**src/rtl/qnib_pkg.sv**
```systemverilog
package qnib_pkg;
  localparam int DATA_W = 8;
  localparam int ADDR_W = 3;
  typedef logic [ADDR_W-1:0] addr_t;

  localparam addr_t A_TXN = 3'd0;
  localparam addr_t A_RXN = 3'd1;
  localparam addr_t A_CTL = 3'd2;
  localparam addr_t A_STA = 3'd3;

  localparam int CB_EN    = 0;
  localparam int CB_EVERY = 1;
  localparam int CB_CHG   = 2;
  localparam int CB_SRST  = DATA_W - 1;

  localparam int SB_MF  = 0;
  localparam int SB_NEW = 1;
  localparam int STAT_W = 2;
endpackage

```
**src/rtl/qnib_slot_seq.sv**
```systemverilog
module qnib_slot_seq #(
  parameter int NIB_W   = 4,
  parameter int SLOT_SP = 5,
  localparam int SW   = (NIB_W > 1) ? $clog2(NIB_W) : 1,
  localparam int SUBW = (SLOT_SP > 1) ? $clog2(SLOT_SP) : 1
) (
  input  logic          clk,
  input  logic          clr,
  input  logic          frm_stb,
  input  logic          mf_stb,
  output logic          mf_start,
  output logic          tick,
  output logic [SW-1:0] slot_idx
);
  logic [SUBW-1:0] sub_q, sub_d;
  logic [SW-1:0]   slot_q, slot_d;
  logic            act_q, act_d;

  assign mf_start = frm_stb & mf_stb;

  always_comb begin
    sub_d  = sub_q;
    slot_d = slot_q;
    act_d  = act_q;
    if (mf_start) begin
      sub_d  = '0;
      slot_d = '0;
      act_d  = 1'b1;
    end else if (frm_stb) begin
      if (sub_q == SUBW'(SLOT_SP - 1)) begin
        sub_d  = '0;
        slot_d = slot_q + 1'b1;
        act_d  = act_q && (slot_q != SW'(NIB_W - 1));
      end else begin
        sub_d = sub_q + 1'b1;
      end
    end
  end

  assign tick     = frm_stb && act_d && (sub_d == '0);
  assign slot_idx = slot_d;

  always_ff @(posedge clk) begin
    if (clr) begin
      sub_q  <= '0;
      slot_q <= '0;
      act_q  <= 1'b0;
    end else begin
      sub_q  <= sub_d;
      slot_q <= slot_d;
      act_q  <= act_d;
    end
  end
endmodule

```
**src/rtl/qnib_tx_ser.sv**
```systemverilog
module qnib_tx_ser #(
  parameter int NIB_W = 4,
  localparam int SW = (NIB_W > 1) ? $clog2(NIB_W) : 1
) (
  input  logic             clk,
  input  logic             clr,
  input  logic             en,
  input  logic             frm_stb,
  input  logic             tick,
  input  logic [SW-1:0]    slot_idx,
  input  logic [NIB_W-1:0] tx_nib,
  output logic             tx_bit
);
  logic [NIB_W-1:0] shadow_q;
  logic             pick;

  always_comb begin
    pick = 1'b1;
    for (int k = 0; k < NIB_W; k++) begin
      if (slot_idx == SW'(k)) pick = shadow_q[NIB_W-1-k];
    end
  end

  always_ff @(posedge clk) begin
    if (clr) begin
      shadow_q <= '0;
      tx_bit   <= 1'b1;
    end else if (!en) begin
      tx_bit <= 1'b1;
    end else if (tick) begin
      if (slot_idx == '0) begin
        shadow_q <= tx_nib;
        tx_bit   <= tx_nib[NIB_W-1];
      end else begin
        tx_bit <= pick;
      end
    end else if (frm_stb) begin
      tx_bit <= 1'b1;
    end
  end
endmodule

```
**src/rtl/qnib_rx_des.sv**
```systemverilog
module qnib_rx_des #(
  parameter int NIB_W = 4,
  localparam int SW = (NIB_W > 1) ? $clog2(NIB_W) : 1
) (
  input  logic             clk,
  input  logic             clr,
  input  logic             en,
  input  logic             tick,
  input  logic [SW-1:0]    slot_idx,
  input  logic             rx_bit,
  output logic [NIB_W-1:0] rx_nib,
  output logic             done,
  output logic             changed
);
  logic [NIB_W-2:0] sh_q;
  logic [NIB_W-1:0] full;

  assign full    = {sh_q, rx_bit};
  assign done    = en && tick && (slot_idx == SW'(NIB_W - 1));
  assign changed = (full != rx_nib);

  always_ff @(posedge clk) begin
    if (clr) begin
      sh_q   <= '0;
      rx_nib <= '0;
    end else if (en && tick) begin
      sh_q <= full[NIB_W-2:0];
      if (done) rx_nib <= full;
    end
  end
endmodule

```
**src/rtl/qnib_regs.sv**
```systemverilog
module qnib_regs
  import qnib_pkg::*;
#(
  parameter int NIB_W = 4
) (
  input  logic                clk,
  input  logic                rst,
  input  logic                nt_mode,
  input  logic                host_we,
  input  logic                host_re,
  input  addr_t               host_addr,
  input  logic [DATA_W-1:0]   host_wdata,
  output logic [DATA_W-1:0]   host_rdata,
  input  logic                mf_start,
  input  logic                rx_done,
  input  logic                rx_chg,
  input  logic [NIB_W-1:0]    rx_nib,
  output logic                clr,
  output logic [NIB_W-1:0]    tx_nib,
  output logic                mf_en,
  output logic                stat_set,
  output logic [STAT_W-1:0]   stat_q,
  output logic                irq
);
  localparam int PAD = DATA_W - NIB_W;

  logic ctl_every, ctl_chg;
  logic srst, rd_clr, set_mf, set_new;
  logic [DATA_W-1:0] rd_val;
  logic unused_wbits;

  assign unused_wbits = ^host_wdata[CB_SRST-1:CB_CHG+1];

  assign srst     = host_we && (host_addr == A_CTL) && host_wdata[CB_SRST];
  assign clr      = rst | srst;
  assign rd_clr   = host_re && (host_addr == A_STA);
  assign set_mf   = mf_start && mf_en && ctl_every;
  assign set_new  = rx_done && rx_chg && nt_mode && ctl_chg;
  assign stat_set = set_mf | set_new;
  assign irq      = |stat_q;

  always_comb begin
    rd_val = '1;
    case (host_addr)
      A_TXN: rd_val = {tx_nib, {PAD{1'b0}}};
      A_RXN: rd_val = {rx_nib, {PAD{1'b0}}};
      A_CTL: rd_val = {{(DATA_W-3){1'b0}}, ctl_chg, ctl_every, mf_en};
      A_STA: rd_val = {{(DATA_W-STAT_W){1'b0}}, stat_q};
      default: rd_val = '1;
    endcase
  end

  always_ff @(posedge clk) begin
    if (clr) begin
      tx_nib    <= nt_mode ? '0 : '1;
      mf_en     <= 1'b0;
      ctl_every <= 1'b0;
      ctl_chg   <= 1'b0;
      stat_q    <= '0;
    end else begin
      if (host_we && host_addr == A_TXN) tx_nib <= host_wdata[DATA_W-1 -: NIB_W];
      if (host_we && host_addr == A_CTL) begin
        mf_en     <= host_wdata[CB_EN];
        ctl_every <= host_wdata[CB_EVERY];
        ctl_chg   <= host_wdata[CB_CHG];
      end
      stat_q[SB_MF]  <= (stat_q[SB_MF]  & ~rd_clr) | set_mf;
      stat_q[SB_NEW] <= (stat_q[SB_NEW] & ~rd_clr) | set_new;
    end
  end

  always_ff @(posedge clk) begin
    if (rst)          host_rdata <= '0;
    else if (host_re) host_rdata <= rd_val;
  end
endmodule

```
**src/rtl/qnib_xchg.sv**
```systemverilog
module qnib_xchg
  import qnib_pkg::*;
#(
  parameter int NIB_W   = 4,
  parameter int SLOT_SP = 5,
  localparam int SW = (NIB_W > 1) ? $clog2(NIB_W) : 1
) (
  input  logic        clk,
  input  logic        rst,
  input  logic        nt_mode,
  input  logic        frm_stb,
  input  logic        mf_stb,
  input  logic        rx_bit,
  input  logic        host_we,
  input  logic        host_re,
  input  logic [2:0]  host_addr,
  input  logic [7:0]  host_wdata,
  output logic [7:0]  host_rdata,
  output logic        tx_bit,
  output logic        irq
);
  logic              clr, mf_en, mf_start, tick, rx_done, rx_chg, stat_set;
  logic [SW-1:0]     slot_idx;
  logic [NIB_W-1:0]  tx_nib, rx_nib;
  logic [STAT_W-1:0] stat_q;

  qnib_regs #(.NIB_W(NIB_W)) u_regs (
    .clk(clk), .rst(rst), .nt_mode(nt_mode),
    .host_we(host_we), .host_re(host_re), .host_addr(host_addr),
    .host_wdata(host_wdata), .host_rdata(host_rdata),
    .mf_start(mf_start), .rx_done(rx_done), .rx_chg(rx_chg), .rx_nib(rx_nib),
    .clr(clr), .tx_nib(tx_nib), .mf_en(mf_en), .stat_set(stat_set),
    .stat_q(stat_q), .irq(irq)
  );

  qnib_slot_seq #(.NIB_W(NIB_W), .SLOT_SP(SLOT_SP)) u_seq (
    .clk(clk), .clr(clr), .frm_stb(frm_stb), .mf_stb(mf_stb),
    .mf_start(mf_start), .tick(tick), .slot_idx(slot_idx)
  );

  qnib_tx_ser #(.NIB_W(NIB_W)) u_tx (
    .clk(clk), .clr(clr), .en(mf_en), .frm_stb(frm_stb), .tick(tick),
    .slot_idx(slot_idx), .tx_nib(tx_nib), .tx_bit(tx_bit)
  );

  qnib_rx_des #(.NIB_W(NIB_W)) u_rx (
    .clk(clk), .clr(clr), .en(mf_en), .tick(tick), .slot_idx(slot_idx),
    .rx_bit(rx_bit), .rx_nib(rx_nib), .done(rx_done), .changed(rx_chg)
  );
endmodule

```
**config.mk**
```make
export PLATFORM = sky130hd
export DESIGN_NAME = qnib_xchg
export DESIGN_NICKNAME = d
export VERILOG_FILES = /design/src/rtl/qnib_pkg.sv /design/src/rtl/qnib_slot_seq.sv /design/src/rtl/qnib_tx_ser.sv /design/src/rtl/qnib_rx_des.sv /design/src/rtl/qnib_regs.sv /design/src/rtl/qnib_xchg.sv
export SDC_FILE = /design/constraint.sdc
export NUM_CORES = 1
export LEC_CHECK = 0
export ABC_CLOCK_PERIOD_IN_PS = 2750
export BUFFER_PORTS_ARGS = -buffer_cell sky130_fd_sc_hd__buf_4
export CORE_AREA = 3 3 44 85
export DETAILED_ROUTE_END_ITERATION = 7
export DIE_AREA = 0 0 47 88
export HOLD_SLACK_MARGIN = 0.05
export PLACE_DENSITY = 0.79
export SKIP_LAST_GASP = 1
export SYNTH_ARGS = -nofsm -noshare
export SYNTH_HDL_FRONTEND = slang
export SYNTH_HIERARCHICAL = 1
export SYNTH_SLANG_ARGS = --single-unit
```
**constraint.sdc**
```tcl
create_clock -name clk -period 2.75 [get_ports clk]
set_input_delay 0.55 -clock clk [delete_from_list [all_inputs] [get_ports clk]]
set_output_delay 0.55 -clock clk [all_outputs]
set_load 0.02 [all_outputs]
```
# [Word level (Yosys, flattened, before mapping)]
# Cells that the tools add are included.
[word_totals] regBits=34 output_inout_bits=10 wordCells=74
[classes] add_sub_neg=2 n_eq_ne=9 n_mux=19 bitwise_logic=8 n_reduce_logical=23
[ops] op="8-bit one-hot mux with 4 select lines" count=1
[ops] op="1-bit logical AND" count=14
[ops] op="4-bit two-way mux" count=3
[ops] op="1-bit two-way mux" count=9
[ops] op="3-bit two-way mux" count=3
[ops] op="3-bit by 2-bit == test with 1-bit output, second input constant" count=2
[ops] op="3-bit zero test" count=2
[ops] op="2-bit two-way mux" count=3
[ops] op="2-bit == test, second input constant" count=2
[ops] op="4-bit != test" count=1
[ops] op="2-bit nonzero test" count=2
[ops] op="2-bit OR reduction" count=2
[ops] op="3-bit by 1-bit adder with 3-bit output, second input constant" count=1
[ops] op="1-bit AND" count=3
[ops] op="3-bit by 1-bit == test with 1-bit output, second input constant" count=1
[ops] op="3-bit == test, second input constant" count=1
[ops] op="1-bit bitwise OR" count=3
[ops] op="3-bit AND reduction" count=1
[ops] op="2-bit by 1-bit adder with 2-bit output, second input constant" count=1
[ops] op="2-bit by 1-bit == test with 1-bit output, second input constant" count=1
[ops] op="2-bit zero test" count=1
[ops] op="2-bit != test, second input constant" count=1
[ops] op="1-bit NOT" count=2
[ops] op="2-bit AND reduction" count=1

# [Logic depth before layout (Yosys ltp)]
# Gate-level depths: netlist (run 1).
[logic_depth] ltp_word=13 mapped_depth=9

# [Modules after synthesis]
# Netlist (run 1), hierarchy kept.
[modules_own_cells] module="qnib_regs" n_inst=1 cells_each=81 area_each_um2=783.3
[modules_own_cells] module="qnib_slot_seq" n_inst=1 cells_each=46 area_each_um2=379.1
[modules_own_cells] module="qnib_rx_des" n_inst=1 cells_each=36 area_each_um2=355.3
[modules_own_cells] module="qnib_tx_ser" n_inst=1 cells_each=16 area_each_um2=180.2

# [Least setup slack after synthesis (run 1)]
# No wires, ideal clock.
[synth_path] kind="register to register" from="register u_seq.sub_q[0]" to="register u_regs.stat_q[1]" arrival_time_ns=2.169 required_ns=2.680 path_slack_ns=0.511 stages_incl_launch_ff=9 synth_period_minus_slack_ns=2.239 path_cell_list="dfxtp_1 -> inv_1 -> ha_1 -> nand4b_1 -> o31ai_1 -> and4_1 -> buf_6 -> nand4_1 -> a21oi_1"
[synth_between] elab_chain_cells=12 word_cells_on_any_way=21
[synth_lines] element="start: declaration" line_no="qnib_slot_seq.sv:15" rtl="logic [SUBW-1:0] sub_q, sub_d;"
[synth_lines] element="start signal: assignment" line_no="qnib_slot_seq.sv:49" rtl="sub_q <= sub_d;"
[synth_lines] element="3-bit by 1-bit adder with 3-bit output or 3-bit == test (tied branches)" line_no="qnib_slot_seq.sv:35, qnib_slot_seq.sv:30"
[synth_lines] element="3-bit two-way mux or 1-bit two-way mux (tied branches)" line_no="qnib_slot_seq.sv:30" rtl="if (sub_q == SUBW'(SLOT_SP - 1)) begin"
[synth_lines] element="3-bit two-way mux or 1-bit two-way mux (tied branches)" line_no="qnib_slot_seq.sv:29" rtl="end else if (frm_stb) begin"
[synth_lines] element="3-bit two-way mux or 1-bit two-way mux (tied branches)" line_no="qnib_slot_seq.sv:25" rtl="if (mf_start) begin"
[synth_lines] element="3-bit zero test or 1-bit logical AND (tied branches)" line_no="qnib_slot_seq.sv:40" rtl="assign tick = frm_stb && act_d && (sub_d == '0);"
[synth_lines] element="1-bit logical AND (*)" line_no="qnib_slot_seq.sv:40"
[synth_lines] element="net tick" line_no="qnib_xchg.sv:22" rtl="logic clr, mf_en, mf_start, tick, rx_done, rx_chg, stat_set;"
[synth_lines] element="1-bit logical AND (*) (2 in series)" line_no="qnib_rx_des.sv:19" rtl="assign done = en && tick && (slot_idx == SW'(NIB_W - 1));"
[synth_lines] element="net rx_done" line_no="qnib_xchg.sv:22"
[synth_lines] element="1-bit logical AND (*) (3 in series)" line_no="qnib_regs.sv:38" rtl="assign set_new = rx_done && rx_chg && nt_mode && ctl_chg;"
[synth_lines] element="1-bit bitwise OR (*)" line_no="qnib_regs.sv:68" rtl="stat_q[SB_NEW] <= (stat_q[SB_NEW] & ~rd_clr) | set_new;"
[synth_lines] element="end signal: indexed assignment" line_no="qnib_regs.sv:67" rtl="stat_q[SB_MF] <= (stat_q[SB_MF] & ~rd_clr) | set_mf;"
[synth_lines] element="end signal: indexed assignment" line_no="qnib_regs.sv:68"
[synth_lines] element="end: declaration" line_no="qnib_regs.sv:22" rtl="output logic [STAT_W-1:0] stat_q,"
# Mark *: on every way through the listed nets, which the timed path passes. The rest lies on a longest branch.
# A chain may end at the register's enable or synchronous reset.

# [Worst setup path after layout (run 1)]
# Same ends and word-level chain as after synthesis.

==> out/qor.csv, run 1 <==
stage,metric,value,unit
status,status,finished clean,
clock_tree,post_cts_buffers,0,
routing,routed_wl,3813,um
routing,firstDrtPassIters,4,
cells_and_area,seq_area,720.7,um2
routing,wl_per_cell,15.95,um
cells_and_area,n_fill_cell,262,
worst_setup_path,critPathCaptureType,flop,
floorplan,rows,29,
power_and_ir_drop,power,0.001037,W
cells_and_area,multi_input_area,875.8,um2
logic_synthesis,syn_nets,200,
timing,relSlewSlack,53.15,%
clock_tree,cts_inserted_buffers,5,
floorplan,fp.coreArea,3193,um2
logic_synthesis,synth_warnings,6,
clock_tree,cts_sinks,34,
cells_and_area,nNetsFinal,229,
global_routing,grt_usage,20.97,%
timing,finalHoldViolCount,0,
global_routing,antenna_found_initial,0,
routing,drc_errors,0,
floorplan,ios,29,
floorplan,die-area,4136,um2
timing,post-route-period-util,90.46,%
timing,maxSlewViolCount,0,
timing,finalClockSkew,3.432,ps
worst_setup_path,critical_path.cell_chain,"inv_1, ha_1, nand4b_1, o31ai_1, and4_1, nand4_1, a21oi_1",
floorplan,die_w,47,um
cells_and_area,antennaDiodeCount,0,
min_path,hold_path_depth,2,
floorplan,initial_core_util,53.06,%
worst_setup_path,path_max_fanout,5,
worst_setup_path,r2r_cells,7,
job,maxCapViolCount,0,
routing,num_vias,1405,
power_and_ir_drop,power_per_cell_area,521.2,nW/um2
logic_synthesis,synth.avg_cell_area,9.518,um2
timing,setup_viol,0,
cells_and_area,utilization,62.30,%
floorplan,die_h,88,um
worst_setup_path,max_stage_delay,590,ps
worst_setup_path,critical_path_class,flop to flop,
worst_setup_path,cp.arrival,2700,ps
timing,fmax,402.0,MHz
clock_tree,cts_tree,done,
timing,final.min_clock_period,2488,ps
clock_tree,cts-root-buf,clkbuf_8,
placement,globalplace.congestion,0.7918,
power_and_ir_drop,leakagePower,0.8048,nW
min_path,hp-class,flop to flop,
clock_tree,clk-insertion-delay-late,280,ps
global_routing,grt_pass1_vias,1454,
power_and_ir_drop,ir_drop,0.3659,mV
worst_setup_path,crit_start,u_seq/sub_q[0],
clock_tree,cts_max_level,2,
routing,initialDrtViolationCount,24,
placement,place.port_buffers,27,
global_routing,grt.overflow.total,0,
logic_synthesis,syn_inst,178,
routing,ant_nets,0,
cells_and_area,syn_to_final_growth,17.43,%
global_routing,grt_max_degree,25,
global_routing,grt_pass1_wl,6272,um
timing,rsz0062_at_grt,no,
timing,worst_pin_slew,696.7,ps
routing,via_per_inst,5.879,
worst_setup_path,crit_slowest_cell,o31ai_1,
cells_and_area,drive_above_1_share,25.00,%
worst_setup_path,crit_path_start_kind,flop,
clock_tree,cts_hold_buf,0,
clock_tree,clockBufferDepth,2,
timing,finalSetupTns,0,ps
placement,hpwl,2951,um
worst_setup_path,r2r-start,u_seq/sub_q[0],
logic_synthesis,netlist_area,1694,um2
min_path,hold_start,u_regs/stat_q[0],
clock_tree,postCtsResizedCells,0,
clock_tree,path_clk_slew,70,ps
worst_setup_path,cp_data_required_time,2960,ps
-- final cells by class --
cell class                      instances  area share [%]
Clock inverter                          1          0.2516
Multi-Input combinational cell        126           44.03
Sequential cell                        34           36.23
Clock buffer                            7           4.340
Tap cell                               31           1.950
Inverter                               10           1.887
Timing Repair Buffer                   30           11.32
-- metrics by stage --
step | cells | instance area (um2) | setup WS [ps] | hold WS (ps)
final | 239 | 1989 | 262.3 | 478.8
after global routing | 239 | 1989 | 171.5 | 500.9
after CTS | 239 | 1989 | 356.3 | 474.5
after detailed placement | 231 | 1898 | 399.9 | 464.0
after global placement | 231 | 1898 | 505.1 | 450.5
after floorplan | 178 | 1694 | 540.5 | 440.6
-- final timing paths --
path / to / slack [ps]
worst max register to register: u_regs/stat_q[1] / 260
worst max-delay path: u_regs/stat_q[1] / 260
worst min-delay path: u_regs/stat_q[0] / 480
worst min register to register: u_regs/stat_q[0] / 480
-- power by group --
part           total [W]  internal [W]  leakage, nW  switching [W]
combinational   0.000125     0.0000596        0.473      0.0000652
sequential      0.000534      0.000522        0.284      0.0000121
clock           0.000378      0.000202       0.0482       0.000176
-- sequential cells by signal (all words and copies together) (netlist names) --
signal and flops:
u_seq/sub_q 3, u_regs/host_rdata 8, u_rx/rx_nib 4, u_seq/slot_q 2, u_seq/act_q 1, u_regs/ctl_chg 1
u_regs/stat_q 2, u_tx/tx_bit 1, u_regs/mf_en 1, u_regs/tx_nib 4, u_tx/shadow_q 3, u_rx/sh_q 3
u_regs/ctl_every 1
-- layer usage --
layer  GRT usage (%)  vias up  wire, um
met5               0        -         0
met4           12.85        0       144
met3           3.292       14       161
met2           39.41       43      2208
met1           18.92      664      1299
li1                -      684         -
-- worst max-delay path: cells and delay by family (launching register included) --
| kind | cells | cell delay [ps] |
|---|---|---|
| AND/OR/NAND/NOR | 3 | 850 |
| adder cells (fa/ha/maj) | 1 | 310 |
| AO/OA/AOI/OAI | 2 | 750 |
| buffers and inverters | 1 | 100 |
| flip-flops | 1 | 400 |
-- placed cells by master, fill, tap and decap left out, types with 3 or more instances in the layout --
| cell | instances |
|---|---|
| a21oi_1 | 14 |
| edfxtp_1 | 4 |
| mux2i_1 | 14 |
| dfxtp_1 | 30 |
| buf_4 | 30 |
| nand3_1 | 8 |
| nor2_1 | 18 |
| a21bo_2 | 3 |
| a31oi_1 | 4 |
| inv_1 | 10 |
| nand3b_1 | 3 |
| mux2_2 | 6 |
| ha_1 | 3 |
| nand2b_1 | 13 |
| clkbuf_8 | 6 |
| xnor2_1 | 4 |
| nand2_1 | 7 |
| nor3_1 | 7 |
Note: power is estimated with default switching activity, not from simulation.
==> run 2, diff against run 1 <==
- ABC_CLOCK_PERIOD_IN_PS: 2750 -> 2600
- clock period: 2.75 -> 2.6 ns (I/O delays scaled with it)
==> run 2 against run 1 <==
  * Sequential power is 5.6% higher
  * Largest cell class unchanged
  * Sequential share of layout area is 0.16 points higher
  * Via count is 1.7% lower
  * Register-to-register slack better by 150 ps
==> out/qor.csv, run 2 (synthesized netlist as in run 1, its figures left out) <==
stage,metric,value,unit,change
routing,routed_wl,3792,um,-0.55%
clock_tree,path_clk_slew,70,ps,about the same
timing,final.min_clock_period,2191,ps,-297.1 ps
cells_and_area,antennaDiodeCount,0,,unchanged
routing,firstDrtPassIters,4,,unchanged
timing,rsz0062_at_grt,no,,
power_and_ir_drop,ir_drop,0.5156,mV,+41%
worst_setup_path,critical_path_class,flop to flop,,
cells_and_area,seq_area,720.7,um2,unchanged
routing,num_vias,1381,,-1.7%
floorplan,fp.coreArea,3193,um2,unchanged
clock_tree,cts_sinks,34,,unchanged
clock_tree,clk-insertion-delay-late,280,ps,about the same
status,status,finished clean,,
cells_and_area,top_register,u_regs/host_rdata,,
worst_setup_path,critPathCaptureType,flop,,
routing,drc_errors,0,,unchanged
global_routing,grt_pass1_vias,1422,,-2.2%
timing,finalSetupTns,0,ps,unchanged
worst_setup_path,cp_data_required_time,2820,ps,-140 ps
worst_setup_path,crit_slowest_cell,dfxtp_1,,
clock_tree,cts_tree,done,,
timing,maxSlewViolCount,0,,unchanged
worst_setup_path,max_stage_delay,380,ps,-210 ps
cells_and_area,final_cell_mix,"buf_4, dfxtp_1, nor2_1",,
floorplan,die_w,47,um,unchanged
floorplan,ios,29,,unchanged
worst_setup_path,r2r-start,u_seq/sub_q[0],,
global_routing,antenna_found_initial,0,,unchanged
cells_and_area,syn_to_final_growth,16.91,%,
routing,via_per_inst,5.778,,-1.7%
worst_setup_path,critPathBufInv,2,,+1
timing,whs,473.3,ps,-5.547 ps
worst_setup_path,timing.rr.end,u_regs/stat_q[1],,
worst_setup_path,cp.arrival,2410,ps,-290 ps
cells_and_area,largest_register_ffs,8,,unchanged
routing,initialDrtViolationCount,34,,+42%
clock_tree,cts_inserted_buffers,5,,unchanged
cells_and_area,n_fill_cell,287,,+9.5%
clock_tree,cts_max_level,2,,unchanged
worst_setup_path,critical_path_depth,8,,+1
min_path,hold_path_depth,3,,+1
placement,globalplace.congestion,0.7467,,-5.7%
clock_tree,post_cts_buffers,0,,unchanged
global_routing,grt_pass1_wl,6210,um,-0.99%
power_and_ir_drop,leakagePower,0.8016,nW,-0.41%
placement,hpwl,2923,um,-0.95%
clock_tree,cts_hold_buf,0,,unchanged
global_routing,grt.overflow.total,0,,unchanged
worst_setup_path,path_max_fanout,10,,+5
timing,fmax,456.5,MHz,+14%
clock_tree,postCtsResizedCells,0,,unchanged
cells_and_area,stdcell_count,239,,unchanged
routing,ant_nets,0,,unchanged
floorplan,initial_core_util,53.06,%,unchanged
cells_and_area,top_regs,"u_regs/host_rdata (8), u_regs/tx_nib (4), u_rx/rx_nib (4)",,
timing,post-route-period-util,84.26,%,-6.2 points
clock_tree,cts-root-buf,clkbuf_8,,
global_routing,grt_max_degree,25,,unchanged
min_path,hp-class,input pin to flop,,
timing,worst_pin_slew,413.2,ps,-283.6 ps
timing,finalClockSkew,5.088,ps,+1.656 ps
worst_setup_path,crit_path_start_kind,flop,,
worst_setup_path,critical_path.cell_chain,"inv_1, ha_1, nand4b_1, o31ai_1, buf_4, and4_1, nand4_1, a21oi_1",,
timing,setup_viol,0,,unchanged
cells_and_area,multi_input_area,875.8,um2,unchanged
placement,place.port_buffers,27,,unchanged
min_path,hold_end,u_regs/mf_en,,
job,maxCapViolCount,0,,unchanged
routing,wl_per_cell,15.87,um,-0.55%
floorplan,die_h,88,um,unchanged
clock_tree,clockBufferDepth,2,,unchanged
worst_setup_path,r2r_cells,8,,+1
timing,relSlewSlack,72.42,%,+19 points
floorplan,die-area,4136,um2,unchanged
placement,dpl.cell_count,231,,unchanged
global_routing,grt_usage,20.80,%,-0.17 points
cells_and_area,nNetsFinal,229,,unchanged
timing,finalHoldViolCount,0,,unchanged
floorplan,rows,29,,unchanged
power_and_ir_drop,power_per_cell_area,539.9,nW/um2,+3.6%
cells_and_area,drive_above_1_share,25.00,%,unchanged
worst_setup_path,critPathTopFamily,simple AND/OR/NAND/NOR gates,,
min_path,hold_start,host_wdata[0],,
worst_setup_path,rrSetupSlack,410,ps,+150 ps
run 2: cell count changes in the layout (fill, tap and decap cells not counted):
cell | before | now
clkinv_2 | 1 | 2
clkbuf_8 | 6 | 5
run 2: worst max path at each step:
stage | start | endpoint | slack [ps]
5_1_grt | u_seq/sub_q[0] | u_regs/stat_q[1] | 290
6_report | u_seq/sub_q[0] | u_regs/stat_q[1] | 410
2_1_floorplan | u_seq/sub_q[0] | u_regs/stat_q[1] | 390
3_3_place_gp | u_seq/sub_q[0] | u_regs/stat_q[1] | 600
4_1_cts | u_seq/sub_q[0] | u_regs/stat_q[1] | 420
3_5_place_dp | u_seq/sub_q[0] | u_regs/stat_q[1] | 440
run 2: routing by layer:
metal  vias to the layer above  global-route usage, %  routed length [um]
met5                         -                      0                   0
met4                         0                  10.83                 102
met3                        10                  5.556                 149
met2                        32                  38.54                2203
met1                       654                  18.86                1336
li1                        685                      -                   -
run 2: cell type report:
class,instances,area share (%)
Clock buffer,6,3.664
Inverter,10,1.895
Clock inverter,2,0.5054
Tap cell,31,1.958
Sequential cell,34,36.39
Timing Repair Buffer,30,11.37
Multi-Input combinational cell,126,44.22
run 2: stage by stage:
step,area (um2),utilization (%),total power [W],worst slack (ps)
3_5_place_dp,1898,59.44,0.0007079,439.4
2_1_floorplan,1694,-,0.0006528,390.5
3_3_place_gp,1898,59.44,0.0007012,600.0
6_report,1981,62.03,0.001069,409.3
5_1_grt,1981,62.03,0.001112,291.6
4_1_cts,1981,62.03,0.001080,422.5
run 2: worst min-delay path, stage by stage:
cell and delay, ps:
buf_4 80, mux2i_1 50, nor2_1 70
run 2: report_power, final:
part	internal [W]	switching, W	total, W
Sequential	0.000552	0.0000125	0.000564
Clock	0.000185	0.000187	0.000372
Combinational	0.0000633	0.0000694	0.000133
Total	0.000801	0.000269	0.00107
